==> config.mk <==
export PLATFORM = sky130hd
export DESIGN_NAME = lane_addsub_unit
export DESIGN_NICKNAME = d
export VERILOG_FILES = /design/src/rtl/lane_addsub_pkg.sv /design/src/rtl/addsub_ctrl.sv /design/src/rtl/addsub_lane.sv /design/src/rtl/addsub_datapath.sv /design/src/rtl/lane_addsub_unit.sv
export SDC_FILE = /design/constraint.sdc
export NUM_CORES = 1
export LEC_CHECK = 0
export BUFFER_PORTS_ARGS = -buffer_cell sky130_fd_sc_hd__buf_2
export CAP_MARGIN = 10
export CORE_AREA = 2 2 152 154
export CTS_CLUSTER_SIZE = 40
export DETAILED_ROUTE_END_ITERATION = 12
export DIE_AREA = 0 0 154 156
export PLACE_DENSITY = 0.74
export SLEW_MARGIN = 20
export SYNTH_ARGS = -nofsm -noshare
export SYNTH_HDL_FRONTEND = slang
export SYNTH_HIERARCHICAL = 1
export SYNTH_SLANG_ARGS = --single-unit
export TNS_END_PERCENT = 100
==> constraint.sdc <==
create_clock -name clk -period 9.41 [get_ports clk]
set_input_delay 0.941 -clock clk [delete_from_list [all_inputs] [get_ports clk]]
set_output_delay 0.941 -clock clk [all_outputs]
set_load 0.005 [all_outputs]
==> src/rtl/lane_addsub_pkg.sv <==
package lane_addsub_pkg;

  typedef enum logic [2:0] {
    BANK_NONE = 3'd0,
    BANK_S8   = 3'd1,
    BANK_U8   = 3'd2,
    BANK_S16  = 3'd3,
    BANK_U16  = 3'd4
  } bank_e;

  // Strobes from decode to the arithmetic datapath
  typedef struct packed {
    logic wide;      // 16-bit lanes
    logic sgn;       // signed bank
    logic sub;       // subtract
    logic halve;     // halving variant
    logic sat;       // forced saturation
    logic useMask;   // merge under predicate
    logic invMask;   // predicate inverted
    logic illegal;   // reject, drive zero
  } ctrl_t;

endpackage

==> src/rtl/addsub_ctrl.sv <==
module addsub_ctrl
  import lane_addsub_pkg::*;
#(
  parameter int IDX_W  = 5,
  parameter int S8_LO  = 2,
  parameter int S8_HI  = 7,
  parameter int U8_LO  = 8,
  parameter int U8_HI  = 15,
  parameter int S16_LO = 16,
  parameter int S16_HI = 23,
  parameter int U16_LO = 24,
  parameter int U16_HI = 29
) (
  input  logic [IDX_W-1:0] rdIdx,
  input  logic [IDX_W-1:0] rs1Idx,
  input  logic [IDX_W-1:0] rs2Idx,
  input  logic [1:0]       opSel,
  input  logic [1:0]       mode,
  output ctrl_t            ctrl
);

  function automatic bank_e bankOf(input logic [IDX_W-1:0] idx);
    int unsigned v;
    v = int'(idx);
    if (v >= S8_LO && v <= S8_HI)        return BANK_S8;
    else if (v >= U8_LO && v <= U8_HI)   return BANK_U8;
    else if (v >= S16_LO && v <= S16_HI) return BANK_S16;
    else if (v >= U16_LO && v <= U16_HI) return BANK_U16;
    else                                 return BANK_NONE;
  endfunction

  bank_e bankD, bankA, bankB;

  always_comb begin
    bankD = bankOf(rdIdx);
    bankA = bankOf(rs1Idx);
    bankB = bankOf(rs2Idx);
    ctrl.illegal = (bankD == BANK_NONE) || (bankA != bankD) || (bankB != bankD);
    ctrl.wide    = (bankD == BANK_S16) || (bankD == BANK_U16);
    ctrl.sgn     = (bankD == BANK_S8) || (bankD == BANK_S16);
    ctrl.sub     = opSel[0];
    ctrl.halve   = opSel[1];
    ctrl.sat     = (mode == 2'b01) && !opSel[1];
    ctrl.useMask = mode[1];
    ctrl.invMask = mode[1] & mode[0];
  end

endmodule

==> src/rtl/addsub_lane.sv <==
module addsub_lane #(
  parameter int W = 8
) (
  input  logic [W-1:0] a,
  input  logic [W-1:0] b,
  input  logic [W-1:0] old,
  input  logic         sgn,
  input  logic         sub,
  input  logic         halve,
  input  logic         sat,
  input  logic         en,
  output logic [W-1:0] res
);

  localparam logic [W-1:0] SMAX = {1'b0, {(W-1){1'b1}}};
  localparam logic [W-1:0] SMIN = {1'b1, {(W-1){1'b0}}};
  localparam logic [W-1:0] UMAX = {W{1'b1}};

  logic [W:0]   ax, bx, sum;
  logic [W-1:0] arith;

  always_comb begin
    ax  = {sgn & a[W-1], a};
    bx  = {sgn & b[W-1], b};
    sum = sub ? (ax - bx) : (ax + bx);
    if (halve) begin
      arith = sum[W:1];
    end else if (sat && sgn && (sum[W] != sum[W-1])) begin
      arith = sum[W] ? SMIN : SMAX;
    end else if (sat && !sgn && sum[W]) begin
      arith = sub ? '0 : UMAX;
    end else begin
      arith = sum[W-1:0];
    end
    res = en ? arith : old;
  end

endmodule

==> src/rtl/addsub_datapath.sv <==
module addsub_datapath
  import lane_addsub_pkg::*;
#(
  parameter int WORD_W = 32
) (
  input  logic              clk,
  input  logic              rst,
  input  logic              inValid,
  input  ctrl_t             ctrl,
  input  logic [WORD_W-1:0] srcA,
  input  logic [WORD_W-1:0] srcB,
  input  logic [WORD_W-1:0] oldDest,
  input  logic [WORD_W-1:0] predWord,
  output logic              outValid,
  output logic [WORD_W-1:0] outResult,
  output logic              outIllegal
);

  localparam int NARROW_N = WORD_W / 8;
  localparam int WIDE_N   = WORD_W / 16;

  logic [WORD_W-1:0] maskWord, narrowRes, wideRes, nextRes;

  assign maskWord = ctrl.invMask ? ~predWord : predWord;

  for (genvar i = 0; i < NARROW_N; i++) begin : gNarrow
    addsub_lane #(.W(8)) uLane (
      .a(srcA[8*i +: 8]), .b(srcB[8*i +: 8]), .old(oldDest[8*i +: 8]),
      .sgn(ctrl.sgn), .sub(ctrl.sub), .halve(ctrl.halve), .sat(ctrl.sat),
      .en(!ctrl.useMask || maskWord[i]),
      .res(narrowRes[8*i +: 8])
    );
  end

  for (genvar i = 0; i < WIDE_N; i++) begin : gWide
    addsub_lane #(.W(16)) uLane (
      .a(srcA[16*i +: 16]), .b(srcB[16*i +: 16]), .old(oldDest[16*i +: 16]),
      .sgn(ctrl.sgn), .sub(ctrl.sub), .halve(ctrl.halve), .sat(ctrl.sat),
      .en(!ctrl.useMask || maskWord[i]),
      .res(wideRes[16*i +: 16])
    );
  end

  always_comb begin
    if (ctrl.illegal)   nextRes = '0;
    else if (ctrl.wide) nextRes = wideRes;
    else                nextRes = narrowRes;
  end

  always_ff @(posedge clk) begin
    if (rst) begin
      outValid <= 1'b0;
    end else begin
      outValid <= inValid;
    end
    if (inValid) begin
      outResult  <= nextRes;
      outIllegal <= ctrl.illegal;
    end
  end

endmodule

==> src/rtl/lane_addsub_unit.sv <==
module lane_addsub_unit
  import lane_addsub_pkg::*;
#(
  parameter int WORD_W = 32,
  parameter int IDX_W  = 5
) (
  input  logic              clk,
  input  logic              rst,
  input  logic              inValid,
  input  logic [IDX_W-1:0]  rdIdx,
  input  logic [IDX_W-1:0]  rs1Idx,
  input  logic [IDX_W-1:0]  rs2Idx,
  input  logic [1:0]        opSel,
  input  logic [1:0]        mode,
  input  logic [WORD_W-1:0] srcA,
  input  logic [WORD_W-1:0] srcB,
  input  logic [WORD_W-1:0] oldDest,
  input  logic [WORD_W-1:0] predWord,
  output logic              outValid,
  output logic [WORD_W-1:0] outResult,
  output logic              outIllegal
);

  ctrl_t ctrl;

  addsub_ctrl #(.IDX_W(IDX_W)) uCtrl (
    .rdIdx(rdIdx), .rs1Idx(rs1Idx), .rs2Idx(rs2Idx),
    .opSel(opSel), .mode(mode), .ctrl(ctrl)
  );

  addsub_datapath #(.WORD_W(WORD_W)) uDp (
    .clk(clk), .rst(rst), .inValid(inValid), .ctrl(ctrl),
    .srcA(srcA), .srcB(srcB), .oldDest(oldDest), .predWord(predWord),
    .outValid(outValid), .outResult(outResult), .outIllegal(outIllegal)
  );

endmodule

## Word-level counts from Yosys, hierarchy flattened

Cells that the tools add are included.

| storage, ports and cells | value |
|---|---|
| memories | 0 |
| output and inout port bits | 34 |
| bits in latches | 0 |
| register bits after elaboration | 34 |
| input bits | 150 |
| bits in read-only memories | 0 |
| word-level logic and storage cells | 152 |
| bits in writable memories | 0 |

| operators by class | value |
|---|---|
| reduce and logical (&&, ||, !) cells | 39 |
| equality and inequality tests | 12 |
| bitwise gates (word level) | 10 |
| muxes and demuxes | 52 |
| magnitude comparators | 24 |
| multipliers | 0 |
| divide/modulo/power cells | 0 |
| add/sub/neg operators | 12 |
| shift operators | 0 |

Operators by type and width:

| operator | count |
|---|---|
| $mux W16 | 11 |
| $mux W8 | 21 |
| $add A9 B9 Y9 | 4 |
| $mux W3 | 12 |
| $mux W9 | 4 |
| $sub A9 B9 Y9 | 4 |
| $add A17 B17 Y17 | 2 |
| $mux W17 | 2 |
| $sub A17 B17 Y17 | 2 |
| $mux W32 | 1 |
| $ge A5 B5 Y1 const B | 6 |
| $le A5 B5 Y1 const B | 6 |
| $logic_and A1 B1 Y1 | 27 |
| $ge A5 B2 Y1 const B | 3 |
| $ge A5 B4 Y1 const B | 3 |
| $le A5 B3 Y1 const B | 3 |
| $le A5 B4 Y1 const B | 3 |
| $and A1 B1 Y1 | 9 |
| $logic_or A1 B1 Y1 | 8 |
| $ne A1 B1 Y1 | 6 |
| $ne A3 B3 Y1 | 2 |
| $mux W4 | 1 |
| $not A4 Y4 | 1 |
| $eq A3 B1 Y1 const B | 1 |
| 5 further kinds | 7 |

## Depth between registers and ports, before layout

| depth | value |
|---|---|
| depth in word-level cells | 17 |
| gate-level depth with buffers | 20 |
| mapped depth without buffers | 18 |

## Cells and area by module

The synthesis kept the hierarchy.

Modules (own cells, without submodules):

| module | cells each | times used | area each (µm²) | seq. area each (µm²) |
|---|---|---|---|---|
| addsub_lane (uDp.gWide[0].uLane ...) | 265 | 2 | 1963.1 | 0.0 |
| addsub_lane (uDp.gNarrow[0].uLane ...) | 131 | 3 | 973.4 | 0.0 |
| addsub_datapath | 115 | 1 | 1595.3 | 1011.0 |
| addsub_lane (uDp.gNarrow[2].uLane) | 128 | 1 | 1004.7 | 0.0 |
| addsub_ctrl | 44 | 1 | 295.3 | 0.0 |

## Least setup slack after synthesis

OpenSTA, ideal clock, no wires.

| timing path | value |
|---|---|
| path type | input port to flip-flop |
| from | input srcB[16] |
| to | register uDp.outResult[17] (data pin) |
| buffers on the path | 2 |
| path slack | 4882 ps |
| setup time | 266 ps |
| stages | 20 |
| arrival time | 4262 ps |
| data required time | 9144 ps |
| path through | inv_1 ha_1 nor4b_2 nand2_1 o21bai_1 o21ai_0 xnor2_1 ha_1 clkbuf_1 a21o_1 a21oi_1 o21ai_1 a31o_4 xnor2_4 and2_1 buf_2 o21ai_0 a31o_2 mux2i_1 nor2_1 |

| between the ends | value |
|---|---|
| cells in the longest elaborated chain, start to end | 8 |
| elaborated cells on any way between the ends | 23 |
| those cells by class | 4 x add/sub; 2 x eq/ne; 13 x mux; 4 x reduce/logical |

Ends and longest elaborated chain:

| element | line | RTL |
|---|---|---|
| from (decl) | lane_addsub_unit.sv:16 | `input logic [WORD_W-1:0] srcB,` |
| $add A17 B17 Y17 / $sub A17 B17 Y17 (equally long branches) | addsub_lane.sv:25 | `sum = sub ? (ax - bx) : (ax + bx);` |
| $mux W17 (*) | addsub_lane.sv:25 |  |
| $logic_and A1 B1 Y1 / $ne A1 B1 Y1 (equally long branches) | addsub_lane.sv:30, addsub_lane.sv:28 |  |
| $mux W16 / $logic_and A1 B1 Y1 (equally long branches) | addsub_lane.sv:30, addsub_lane.sv:28 |  |
| $mux W16 | addsub_lane.sv:28 | `end else if (sat && sgn && (sum[W] != sum[W-1])) begin` |
| $mux W16 (*) | addsub_lane.sv:26 | `if (halve) begin` |
| $mux W16 (*) | addsub_lane.sv:35 | `res = en ? arith : old;` |
| named net uDp.wideRes[17] | addsub_datapath.sv:22 | `logic [WORD_W-1:0] maskWord, narrowRes, wideRes, nextRes;` |
| $mux W32 (*) | addsub_datapath.sv:46 | `else if (ctrl.wide) nextRes = wideRes;` |
| to (signal assigned) | addsub_datapath.sv:57 | `outResult <= nextRes;` |
| to (decl) | addsub_datapath.sv:15 | `output logic [WORD_W-1:0] outResult,` |

The timed path passes the listed nets; every way through them passes the cells marked *.
A chain may end at the register's enable or synchronous reset.

## Final worst setup path

| timing path | value |
|---|---|
| from | input opSel[0] |
| to | register uDp.outResult[16] (data pin) |

| between the ends | value |
|---|---|
| cells in the longest elaborated chain, start to end | 7 |
| elaborated cells on any way between the ends | 21 |
| those cells by class | 2 x eq/ne; 15 x mux; 4 x reduce/logical |

Ends and longest elaborated chain:

| element | line | RTL |
|---|---|---|
| from (decl) | lane_addsub_unit.sv:13 | `input logic [1:0] opSel,` |
| $mux W17 | addsub_lane.sv:25 |  |
| $logic_and A1 B1 Y1 / $ne A1 B1 Y1 (equally long branches) | addsub_lane.sv:30, addsub_lane.sv:28 |  |
| $mux W16 / $logic_and A1 B1 Y1 (equally long branches) | addsub_lane.sv:30, addsub_lane.sv:28 |  |
| $mux W16 | addsub_lane.sv:28 |  |
| $mux W16 (*) | addsub_lane.sv:26 |  |
| $mux W16 (*) | addsub_lane.sv:35 |  |
| named net uDp.wideRes[16] | addsub_datapath.sv:22 |  |
| $mux W32 (*) | addsub_datapath.sv:46 |  |

Marked as above.

==> out/results.ini <==
[placed_design]
io_buffers=152
place_hpwl_mm=21.3
post-place-ws_ps=3580
gp_congestion=0.900

[logic_synthesis]
syn_area_sq_um=9740
synth.distinct_cells=87
yosys_warnings=6
synth-seq-cells=34
synthArstFlopShare_pct=0
syn_area_per_cell_sq_um=8.05
synth_fp_nets=1436
synthFlopType=edfxtp_1
yosysSeqAreaShare_pct=10.4
synth_edf_count=33
syn_inst=1210

[drt]
wl_per_cell_um=17.2
num_vias=9731
ant_nets=0
routed_via_density=6.07
drt_iter0_drc=958
drc=0
drtPass1Iterations=5
wl_mm=27.5

[cells_and_area]
area_delta_synth_final_pct=9.94
drive_gt1_share_pct=22.8
final_common_cell=buf_2
nets=1543
insertedDiodeCount=0
layout_common_cells=152 x buf_2, 133 x nor2_1, 99 x a21oi_1
num-fill-cells=2194

[timing]
maxSlewHeadroom_pct=45.0
rsz0062_at_grt=no
setup-violations-final=0
tightest_slew_ps=825
fin_crit_ps=5640
maxSlewViolCount=0
finalWorstSetupSlack_ps=3770
fmax_ghz=0.177
fin_setup_tns_ps=0
hold_viol=0
period_share_pct=59.9

[worst_setup_path]
cp_slowest_cell=buf_2
crit_path_start_kind=input port
path_cells=buf_2 -> buf_4 -> a21oi_1 -> nor2_1 -> o21ai_0 -> xnor2_1 -> ha_1 -> a21o_1 -> a311oi_1 -> o21ai_1 -> a31o_4 -> xnor2_4 -> and2_1 -> nand2_1 -> a31o_2 -> mux2i_1 -> nor2_1
slowest_delay_ps=600
critPathTopFamily=compound AO/OA/AOI/OAI gates
cp_data_arrival_time_ps=5650
worstPathRequired_ps=9420
path_max_fanout=48
worst-path-buf-inv=2
cp-end-kind=flip-flop
crit_top_cell=nor2_1
path_class=input port to flip-flop

[clocking]
cts_hold_buf=0
path_clk_slew_ps=50
post_cts_buffers=0
clock-sinks=34
cts_tree=yes
post_cts_resized=0
root_buffer=clkbuf_16
htree_levels=2
cts_buffer_depth=2
numCtsBuffers=5

[die]
dieArea_sq_um=24000
die-width_um=154
start_util_pct=43.6
die_h_um=156
io_pins=184
num_rows=55
core_area_sq_um=22400

[global_route]
track_usage_pct=21.7
antenna_found_initial=0
grt_overflow=0
grt_first_pass_wirelength_mm=43.6
grt_pass1_vias=8793
grt_max_degree=62

[worst_hold_path]
min_from=rst
holdPathEnd=uDp/outValid$_SDFF_PP0_
hp-class=input port to flip-flop
hold_depth=2

[power_and_ir_drop]
power_leakage_nw=4.29
vdd_ir_drop_max_mv=0.0665
p_per_area_nw_per_um2=121

[status]
outcome=completed

[run]
cap_violations=0

==> cell usage after synthesis, types with 19 or more instances <==
master | n | area (sq um)
o22ai_1 | 19 | 119
or2_2 | 29 | 181
o21ai_0 | 75 | 375
nor2b_1 | 19 | 119
a21oi_1 | 99 | 495
xor2_1 | 35 | 307
nor2_1 | 133 | 499
nand2_1 | 69 | 259
ha_1 | 70 | 876
edfxtp_1 | 33 | 991
xnor2_1 | 81 | 709
and2_1 | 20 | 125
o31a_1 | 22 | 193
mux2i_1 | 43 | 430
a31o_1 | 23 | 201
nor3_1 | 27 | 135
inv_1 | 51 | 191
clkbuf_1 | 28 | 105
==> per-layer routing <==
metal | track usage (%) | routed length, um | share of wire [%]
met1 | 29.9 | 12400 | 45
met5 | 0 | 0 | 0
met2 | 35.7 | 12600 | 46
met4 | 3.29 | 290 | 1.1
met3 | 4.56 | 2160 | 7.8
==> worst max-delay path by stage <==
stage | from | endpoint | slack [ps] | depth (start not counted)
after floorplan | srcB[16] | uDp/outResult[17]$_SDFFCE_PP0P_ | 4880 | 20
after global placement | opSel[0] | uDp/outResult[17]$_SDFFCE_PP0P_ | 3610 | 17
after detailed placement | opSel[0] | uDp/outResult[17]$_SDFFCE_PP0P_ | 3580 | 17
after CTS | opSel[0] | uDp/outResult[17]$_SDFFCE_PP0P_ | 3860 | 17
after global routing | opSel[0] | uDp/outResult[17]$_SDFFCE_PP0P_ | 3360 | 17
final | opSel[0] | uDp/outResult[16]$_SDFFCE_PP0P_ | 3770 | 17
==> final cells by class <==
cell class	count	area [sq um]	area share [%]
clock buffer	5	125	1.17
inverter	51	191	1.79
tap	285	357	3.33
clock inverter	3	16.3	0.152
multi-input combinational	1064	8180	76.4
sequential	34	1010	9.44
timing repair buffer	161	828	7.73
==> sequential cells by signal, indices dropped and copies added (netlist names) <==
register,flops
uDp/outResult,32
uDp/outIllegal,1
uDp/outValid,1
==> cell families (layout without fill, tap and decap cells) <==
logic type	after synthesis	after routing	share of synthesized area (%)
AND/OR/NAND/NOR	382	382	21.4
AO/OA/AOI/OAI	433	433	33.8
flip-flops	34	34	10.4
buffers and inverters	112	220	5.84
adder cells (fa/ha/maj)	76	76	10.2
XOR/XNOR	130	130	13.9
multiplexers	43	43	4.42
==> per-stage QoR <==
step / instances / hold WS [ps] / utilization (%) / cell area [sq um] / power (mW)
after floorplan: 1210 / 1010 / - / 9740 / 0.918
after global placement: 1595 / 1100 / 47.3 / 10600 / 1.11
after detailed placement: 1595 / 1100 / 47.3 / 10600 / 1.12
after CTS: 1603 / 809 / 47.9 / 10700 / 1.28
after global routing: 1603 / 812 / 47.9 / 10700 / 1.39
final: 1603 / 819 / 47.9 / 10700 / 1.29
==> power by group <==
part,switching (mW),internal (mW)
combinational,0.542,0.407
clock,0.0611,0.0965
sequential,0.00423,0.181
total,0.608,0.684
No activity file was read; power rests on OpenSTA's default activity.
